File: config.mk
export PLATFORM = sky130hd
export DESIGN_NAME = los_irq_ctrl
export DESIGN_NICKNAME = d
export VERILOG_FILES = /design/src/rtl/los_irq_pkg.sv /design/src/rtl/los_sync.sv /design/src/rtl/los_flag_bank.sv /design/src/rtl/chan_ctrl_regs.sv /design/src/rtl/los_irq_ctrl.sv
export SDC_FILE = /design/constraint.sdc
export NUM_CORES = 1
export LEC_CHECK = 0
export ABC_AREA = 1
export CORE_UTILIZATION = 35
export CTS_BUF_LIST = sky130_fd_sc_hd__clkbuf_16
export DETAILED_ROUTE_END_ITERATION = 8
export MAX_ROUTING_LAYER = met4
export PLACE_DENSITY = 0.65
export SYNTH_ARGS = -nofsm -noshare
export SYNTH_HDL_FRONTEND = slang
export SYNTH_SLANG_ARGS = --single-unit
export TNS_END_PERCENT = 1
File: constraint.sdc
create_clock -name clk -period 2 [get_ports clk]
set_clock_uncertainty 0.2 [all_clocks]
set_input_delay 0.4 -clock clk [delete_from_list [all_inputs] [get_ports clk]]
set_output_delay 0.4 -clock clk [all_outputs]
set_load 0.01 [all_outputs]
File: src/rtl/los_irq_pkg.sv
package los_irq_pkg;
  localparam int BYTE_W = 8;
  localparam int MAX_CH = 4;
  localparam logic [7:0] ADDR_STATUS = 8'd2;
  localparam logic [7:0] ADDR_FLAGS  = 8'd3;
  localparam logic [7:0] ADDR_TXDIS  = 8'd86;
  localparam logic [7:0] ADDR_MASK   = 8'd100;
  localparam logic [7:0] ADDR_SQDIS  = 8'd240;
  localparam logic [7:0] PAGE_SQDIS  = 8'd3;
  localparam int STATUS_INT_BIT = 1;
  localparam int SQDIS_LSB = 4;
endpackage

File: src/rtl/los_sync.sv
module los_sync #(
  parameter int NUM_CH = 4,
  parameter int STAGES = 2
) (
  input  logic              clk,
  input  logic              rst_n,
  input  logic [NUM_CH-1:0] raw_i,
  output logic [NUM_CH-1:0] sync_o
);
  logic [STAGES-1:0][NUM_CH-1:0] chain_q;
  logic [STAGES-1:0][NUM_CH-1:0] chain_d;

  always_comb begin
    chain_d[0] = raw_i;
    for (int s = 1; s < STAGES; s++) begin
      chain_d[s] = chain_q[s-1];
    end
  end

  always_ff @(posedge clk or negedge rst_n) begin
    if (!rst_n) begin
      chain_q <= '0;
    end else begin
      chain_q <= chain_d;
    end
  end

  assign sync_o = chain_q[STAGES-1];
endmodule

File: src/rtl/los_flag_bank.sv
module los_flag_bank #(
  parameter int NUM_CH = 4
) (
  input  logic              clk,
  input  logic              rst_n,
  input  logic [NUM_CH-1:0] los_i,
  input  logic              clr_i,
  input  logic [NUM_CH-1:0] mask_i,
  output logic [NUM_CH-1:0] flag_o,
  output logic              int_n_o
);
  logic [NUM_CH-1:0] flag_q;
  logic [NUM_CH-1:0] flag_d;
  logic              flag_en;
  logic              int_act_q;
  logic              int_act_d;

  for (genvar i = 0; i < NUM_CH; i++) begin : g_ch
    assign flag_d[i] = (flag_q[i] & ~clr_i) | los_i[i];
  end

  assign flag_en   = clr_i | (|(los_i & ~flag_q));
  assign int_act_d = |(flag_q & ~mask_i);

  always_ff @(posedge clk or negedge rst_n) begin
    if (!rst_n) begin
      flag_q <= '0;
    end else if (flag_en) begin
      flag_q <= flag_d;
    end
  end

  always_ff @(posedge clk or negedge rst_n) begin
    if (!rst_n) begin
      int_act_q <= 1'b0;
    end else begin
      int_act_q <= int_act_d;
    end
  end

  assign flag_o  = flag_q;
  assign int_n_o = ~int_act_q;

  p_flag_set_r1: assert property (@(posedge clk) disable iff (!rst_n)
    (|los_i) |=> ((flag_q & $past(los_i)) == $past(los_i)));

  p_flag_sticky_r2: assert property (@(posedge clk) disable iff (!rst_n)
    !clr_i |=> ((flag_q & $past(flag_q)) == $past(flag_q)));

  p_flag_clear_r3: assert property (@(posedge clk) disable iff (!rst_n)
    clr_i |=> ((flag_q & ~$past(los_i)) == '0));

  p_int_cause_r4: assert property (@(posedge clk) disable iff (!rst_n)
    !int_n_o |-> $past(|(flag_q & ~mask_i)));
endmodule

File: src/rtl/chan_ctrl_regs.sv
module chan_ctrl_regs #(
  parameter int NUM_CH = 4
) (
  input  logic              clk,
  input  logic              rst_n,
  input  logic              txdis_we,
  input  logic              mask_we,
  input  logic              sqdis_we,
  input  logic [NUM_CH-1:0] txdis_wd,
  input  logic [NUM_CH-1:0] mask_wd,
  input  logic [NUM_CH-1:0] sqdis_wd,
  input  logic [NUM_CH-1:0] los_i,
  output logic [NUM_CH-1:0] txdis_o,
  output logic [NUM_CH-1:0] mask_o,
  output logic [NUM_CH-1:0] sqdis_o,
  output logic [NUM_CH-1:0] rx_squelch_o
);
  logic [NUM_CH-1:0] txdis_q, mask_q, sqdis_q, squelch_q;
  logic [NUM_CH-1:0] squelch_d;

  for (genvar i = 0; i < NUM_CH; i++) begin : g_sq
    assign squelch_d[i] = los_i[i] & ~sqdis_q[i];
  end

  always_ff @(posedge clk or negedge rst_n) begin
    if (!rst_n) begin
      txdis_q <= '0;
    end else if (txdis_we) begin
      txdis_q <= txdis_wd;
    end
  end

  always_ff @(posedge clk or negedge rst_n) begin
    if (!rst_n) begin
      mask_q <= '0;
    end else if (mask_we) begin
      mask_q <= mask_wd;
    end
  end

  always_ff @(posedge clk or negedge rst_n) begin
    if (!rst_n) begin
      sqdis_q <= '0;
    end else if (sqdis_we) begin
      sqdis_q <= sqdis_wd;
    end
  end

  always_ff @(posedge clk or negedge rst_n) begin
    if (!rst_n) begin
      squelch_q <= '0;
    end else begin
      squelch_q <= squelch_d;
    end
  end

  assign txdis_o      = txdis_q;
  assign mask_o       = mask_q;
  assign sqdis_o      = sqdis_q;
  assign rx_squelch_o = squelch_q;

  p_mask_hold_r5: assert property (@(posedge clk) disable iff (!rst_n)
    !mask_we |=> $stable(mask_q));

  p_squelch_block_r9: assert property (@(posedge clk) disable iff (!rst_n)
    !sqdis_we |=> ((rx_squelch_o & sqdis_q) == '0));

  p_txdis_hold_r7: assert property (@(posedge clk) disable iff (!rst_n)
    !txdis_we |=> $stable(txdis_o));
endmodule

File: src/rtl/los_irq_ctrl.sv
module los_irq_ctrl
  import los_irq_pkg::*;
#(
  parameter int NUM_CH      = 4,
  parameter int SYNC_STAGES = 2
) (
  input  logic              clk,
  input  logic              rst_n,
  input  logic [NUM_CH-1:0] los_raw,
  input  logic [7:0]        acc_page,
  input  logic [7:0]        acc_addr,
  input  logic              acc_wr,
  input  logic              acc_rd,
  input  logic [7:0]        acc_wdata,
  output logic [7:0]        acc_rdata,
  output logic              int_n,
  output logic [NUM_CH-1:0] tx_disable,
  output logic [NUM_CH-1:0] rx_squelch
);
  localparam int RST_STAGES = 2;

  logic [RST_STAGES-1:0] rst_pipe_q;
  logic                  rst_int_n;
  logic [NUM_CH-1:0]     los_s;
  logic [NUM_CH-1:0]     flags, masks, sqdis;
  logic                  lower_page;
  logic                  sel_status, sel_flags, sel_txdis, sel_mask, sel_sqdis;
  logic                  clr_flags;

  initial begin
    if (NUM_CH > MAX_CH || SYNC_STAGES < 2) begin
      $error("los_irq_ctrl: unsupported parameters");
    end
  end

  always_ff @(posedge clk or negedge rst_n) begin
    if (!rst_n) begin
      rst_pipe_q <= '0;
    end else begin
      rst_pipe_q <= {rst_pipe_q[RST_STAGES-2:0], 1'b1};
    end
  end
  assign rst_int_n = rst_pipe_q[RST_STAGES-1];

  assign lower_page = ~acc_addr[7];
  assign sel_status = lower_page && (acc_addr == ADDR_STATUS);
  assign sel_flags  = lower_page && (acc_addr == ADDR_FLAGS);
  assign sel_txdis  = lower_page && (acc_addr == ADDR_TXDIS);
  assign sel_mask   = lower_page && (acc_addr == ADDR_MASK);
  assign sel_sqdis  = (acc_page == PAGE_SQDIS) && (acc_addr == ADDR_SQDIS);
  assign clr_flags  = acc_rd && sel_flags;

  los_sync #(.NUM_CH(NUM_CH), .STAGES(SYNC_STAGES)) u_sync (
    .clk    (clk),
    .rst_n  (rst_int_n),
    .raw_i  (los_raw),
    .sync_o (los_s)
  );

  los_flag_bank #(.NUM_CH(NUM_CH)) u_flags (
    .clk     (clk),
    .rst_n   (rst_int_n),
    .los_i   (los_s),
    .clr_i   (clr_flags),
    .mask_i  (masks),
    .flag_o  (flags),
    .int_n_o (int_n)
  );

  chan_ctrl_regs #(.NUM_CH(NUM_CH)) u_ctrl (
    .clk          (clk),
    .rst_n        (rst_int_n),
    .txdis_we     (acc_wr && sel_txdis),
    .mask_we      (acc_wr && sel_mask),
    .sqdis_we     (acc_wr && sel_sqdis),
    .txdis_wd     (acc_wdata[NUM_CH-1:0]),
    .mask_wd      (acc_wdata[NUM_CH-1:0]),
    .sqdis_wd     (acc_wdata[SQDIS_LSB +: NUM_CH]),
    .los_i        (los_s),
    .txdis_o      (tx_disable),
    .mask_o       (masks),
    .sqdis_o      (sqdis),
    .rx_squelch_o (rx_squelch)
  );

  always_comb begin
    acc_rdata = '0;
    if (sel_status) begin
      acc_rdata[STATUS_INT_BIT] = int_n;
    end else if (sel_flags) begin
      acc_rdata[NUM_CH-1:0] = flags;
    end else if (sel_txdis) begin
      acc_rdata[NUM_CH-1:0] = tx_disable;
    end else if (sel_mask) begin
      acc_rdata[NUM_CH-1:0] = masks;
    end else if (sel_sqdis) begin
      acc_rdata[SQDIS_LSB +: NUM_CH] = sqdis;
    end
  end

  p_reset_quiet_r11: assert property (@(posedge clk) disable iff (!rst_n)
    !rst_int_n |-> (int_n && (tx_disable == '0) && (rx_squelch == '0)));
endmodule

==> results.md <==
* Status: finished, final reports clean
* F_max at ~0.51 GHz
* Share of cells above drive strength 1 at 0.202
* Max cap viols at 0
* Flops & latches, synth at 31
* Pre-antenna DRT Iters at 4
* CTS tree: done
* Hold Slack at 0.0435 ns
* Post-synthesis sequential area ratio at 0.569
* WL per Instance at roughly 11 um
* Input/output buffers at 48
* Syn Std Cell Area at 0.00136 mm^2
* Final setup fails at 0
* Most frequent cells in the layout: 49 x nand2_1, 31 x dfrtp_1, 24 x clkdlybuf4s50_1
* Global route overflow at 0
* RSZ-0062 raised after global routing: true
* Nets at 259
* Vias per cell at 4.32
* Die area at 0.00415 mm^2
* Met1 track demand over resource at 0.207
* Final period utilization at 0.990
* Crit Path Category: in2out
* Largest net degree at the start of global routing at 30
* Filler cells at 357
* Most Crowded Layer GR: met2
* Critical path arrival at 1.38 ns
* Post-synthesis instance total at 162
* Total Power at around 1.8 mW
* N_diodes at 0
* First-pass GRT wire length at about 5400 um
* Die W at roughly 64 um
* DR vias at 1193
* Area delta synth->final at 57.2%
* Worst-case clock buffer depth at 2
* RD Place Congestion at 0.762
* Worst-skew pair later-pin latency at 0.27 ns
* Syn_nets at ~190
* Root Driver: clkbuf_16
* Drc violations at 0
* Setup crit end kind: output pin
* IR drop worst, VDD at 0.528 mV
* Die H at 64.4 um
* Clk sinks at 31
* Grt met2 use at 0.287
* Avg Cell Area, Syn at 8.42 um^2
* H-tree lvl count at 2
* CP Launch Type: input port
* Leak at 1.11 nW
* HPWL Detailed at 2230 um
* Worst min path class: reg2async
* Fin. Hold Viols at 0
* Multi-input logic area at 527 um^2
* Area occupied by registers at 776 um^2
* CTS clk-pin slew, worst paths at 0.05 ns
* Power Density at 838 mW/mm^2
* ANT nets after route at 0
* Met3 Use GR at 0.0722
* Most common library cell in the layout ignoring fill and taps: nand2_1
* Netlist cell types at 14
* Starting Density at 0.370
* Initial DRC count at 75
* Total wire length at 3000 um
* Rows at 22
* Max-slew violation count at 0
* Vias in the first global route at 1183
* Fin Setup TNS at 0 ns
* Total GRT Usage at 0.180
* Initial antenna violation count at 0
* Synth Warn # at 0
* Crit path required time at 1.40 ns
* Max FO, Critical Path at 3
* Top-level I/O count at 49
* Fin crit period at between 1.5 and 2 ns
* Total core area at 0.00369 mm^2
* CTS Buf Count at 5
critical path, stage by stage:
cell	delay, ns
dlygate4sd2_1	0.26
inv_1	0.07
nand2_1	0.09
nor2_4	0.14
nand2_4	0.09
inv_2	0.08
nand2_1	0.05
nand3_1	0.08
buf_2	0.13
stage by stage:
stage | cell area [um^2] | util | setup slack [ns] | std cells
5_1_grt | 2140 | 0.581 | -0.0642 | 276
4_1_cts | 2140 | 0.580 | 0.00215 | 276
2_1_floorplan | 1360 | - | 0.352 | 162
6_report | 2140 | 0.581 | 0.0207 | 276
3_3_place_gp | 1960 | 0.533 | -0.650 | 266
3_5_place_dp | 1960 | 0.533 | -0.680 | 266
report_power, final:
part	switching (mW)	internal, mW
Sequential	0.0109	0.658
Clock	0.258	0.708
Combinational	0.0775	0.0858
cell usage after synthesis, drive strengths merged:
master,instances,area [um^2]
nor2,23,125
inv,25,93.8
dfrtp,31,776
conb,1,3.75
nand2,55,211
o21ai,8,40.0
nand4,7,43.8
nand3,12,70.1
cell families (layout without fill, tap and decap cells):
family                 after synthesis  in the layout  synth area share
and+or+nand+nor                     97             97             0.330
DFF                                 31             31             0.569
buffers and inverters               25             91            0.0688
AOI/OAI and AO/OA                    8              8            0.0294
other                                1              1           0.00275
cell type report:
cell class	count	share of cell area
Timing Repair Buffer	58	0.233
Clock inverter	3	0.0298
Multi-Input combinational cell	106	0.246
Inverter	25	0.0438
Sequential cell	31	0.362
Clock buffer	5	0.0583
Tap cell	48	0.0280
state kept, by name (all words and copies together), names as in the netlist:
register / flops
u_ctrl.mask_o: 4
u_ctrl.rx_squelch_o: 4
u_ctrl.sqdis_o: 4
u_ctrl.txdis_o: 4
u_flags.flag_o: 4
u_sync.chain_d: 4
u_sync.sync_o: 4
rst_pipe_q: 2
u_flags.int_act_q: 1
what timing repair did:
action | 4_1_cts | 5_1_grt
buffers inserted | 2 | 0
hold buffers | 0 | 0
endpoints found under the setup margin | 8 | 8
pin swaps | 14 | 6
endpoints found under the hold margin | 0 | 0
gates resized for setup | 58 | 4
path summary, 6_finish.rpt:
check,startpoint,to,cells past startpoint,slack [ns]
max in group asynchronous,rst_pipe_q[1]$_DFF_PN0_,u_ctrl.sqdis_o[1]$_DFFE_PN0P_,1,1.29
hold / removal,rst_pipe_q[1]$_DFF_PN0_,u_ctrl.mask_o[0]$_DFFE_PN0P_,1,0.04
hold reg to reg,rst_pipe_q[1]$_DFF_PN0_,u_ctrl.mask_o[0]$_DFFE_PN0P_,1,0.04
min in group clk,u_sync.chain_d[4]$_DFF_PN0_,u_sync.sync_o[0]$_DFF_PN0_,0,0.14
setup / recovery,acc_addr[0],acc_rdata[3],9,0.02
setup reg to reg,u_ctrl.mask_o[2]$_DFFE_PN0P_,u_ctrl.mask_o[2]$_DFFE_PN0P_,2,1.09
per-layer routing:
| metal | part of all wire | vias to the layer above |
|---|---|---|
| li1 | - | 631 |
| met1 | 0.45 | 532 |
| met2 | 0.49 | 28 |
| met3 | 0.052 | 2 |
| met4 | 0.0047 | 0 |
| met5 | 0 | - |
Power figures use the tool's default switching activity.
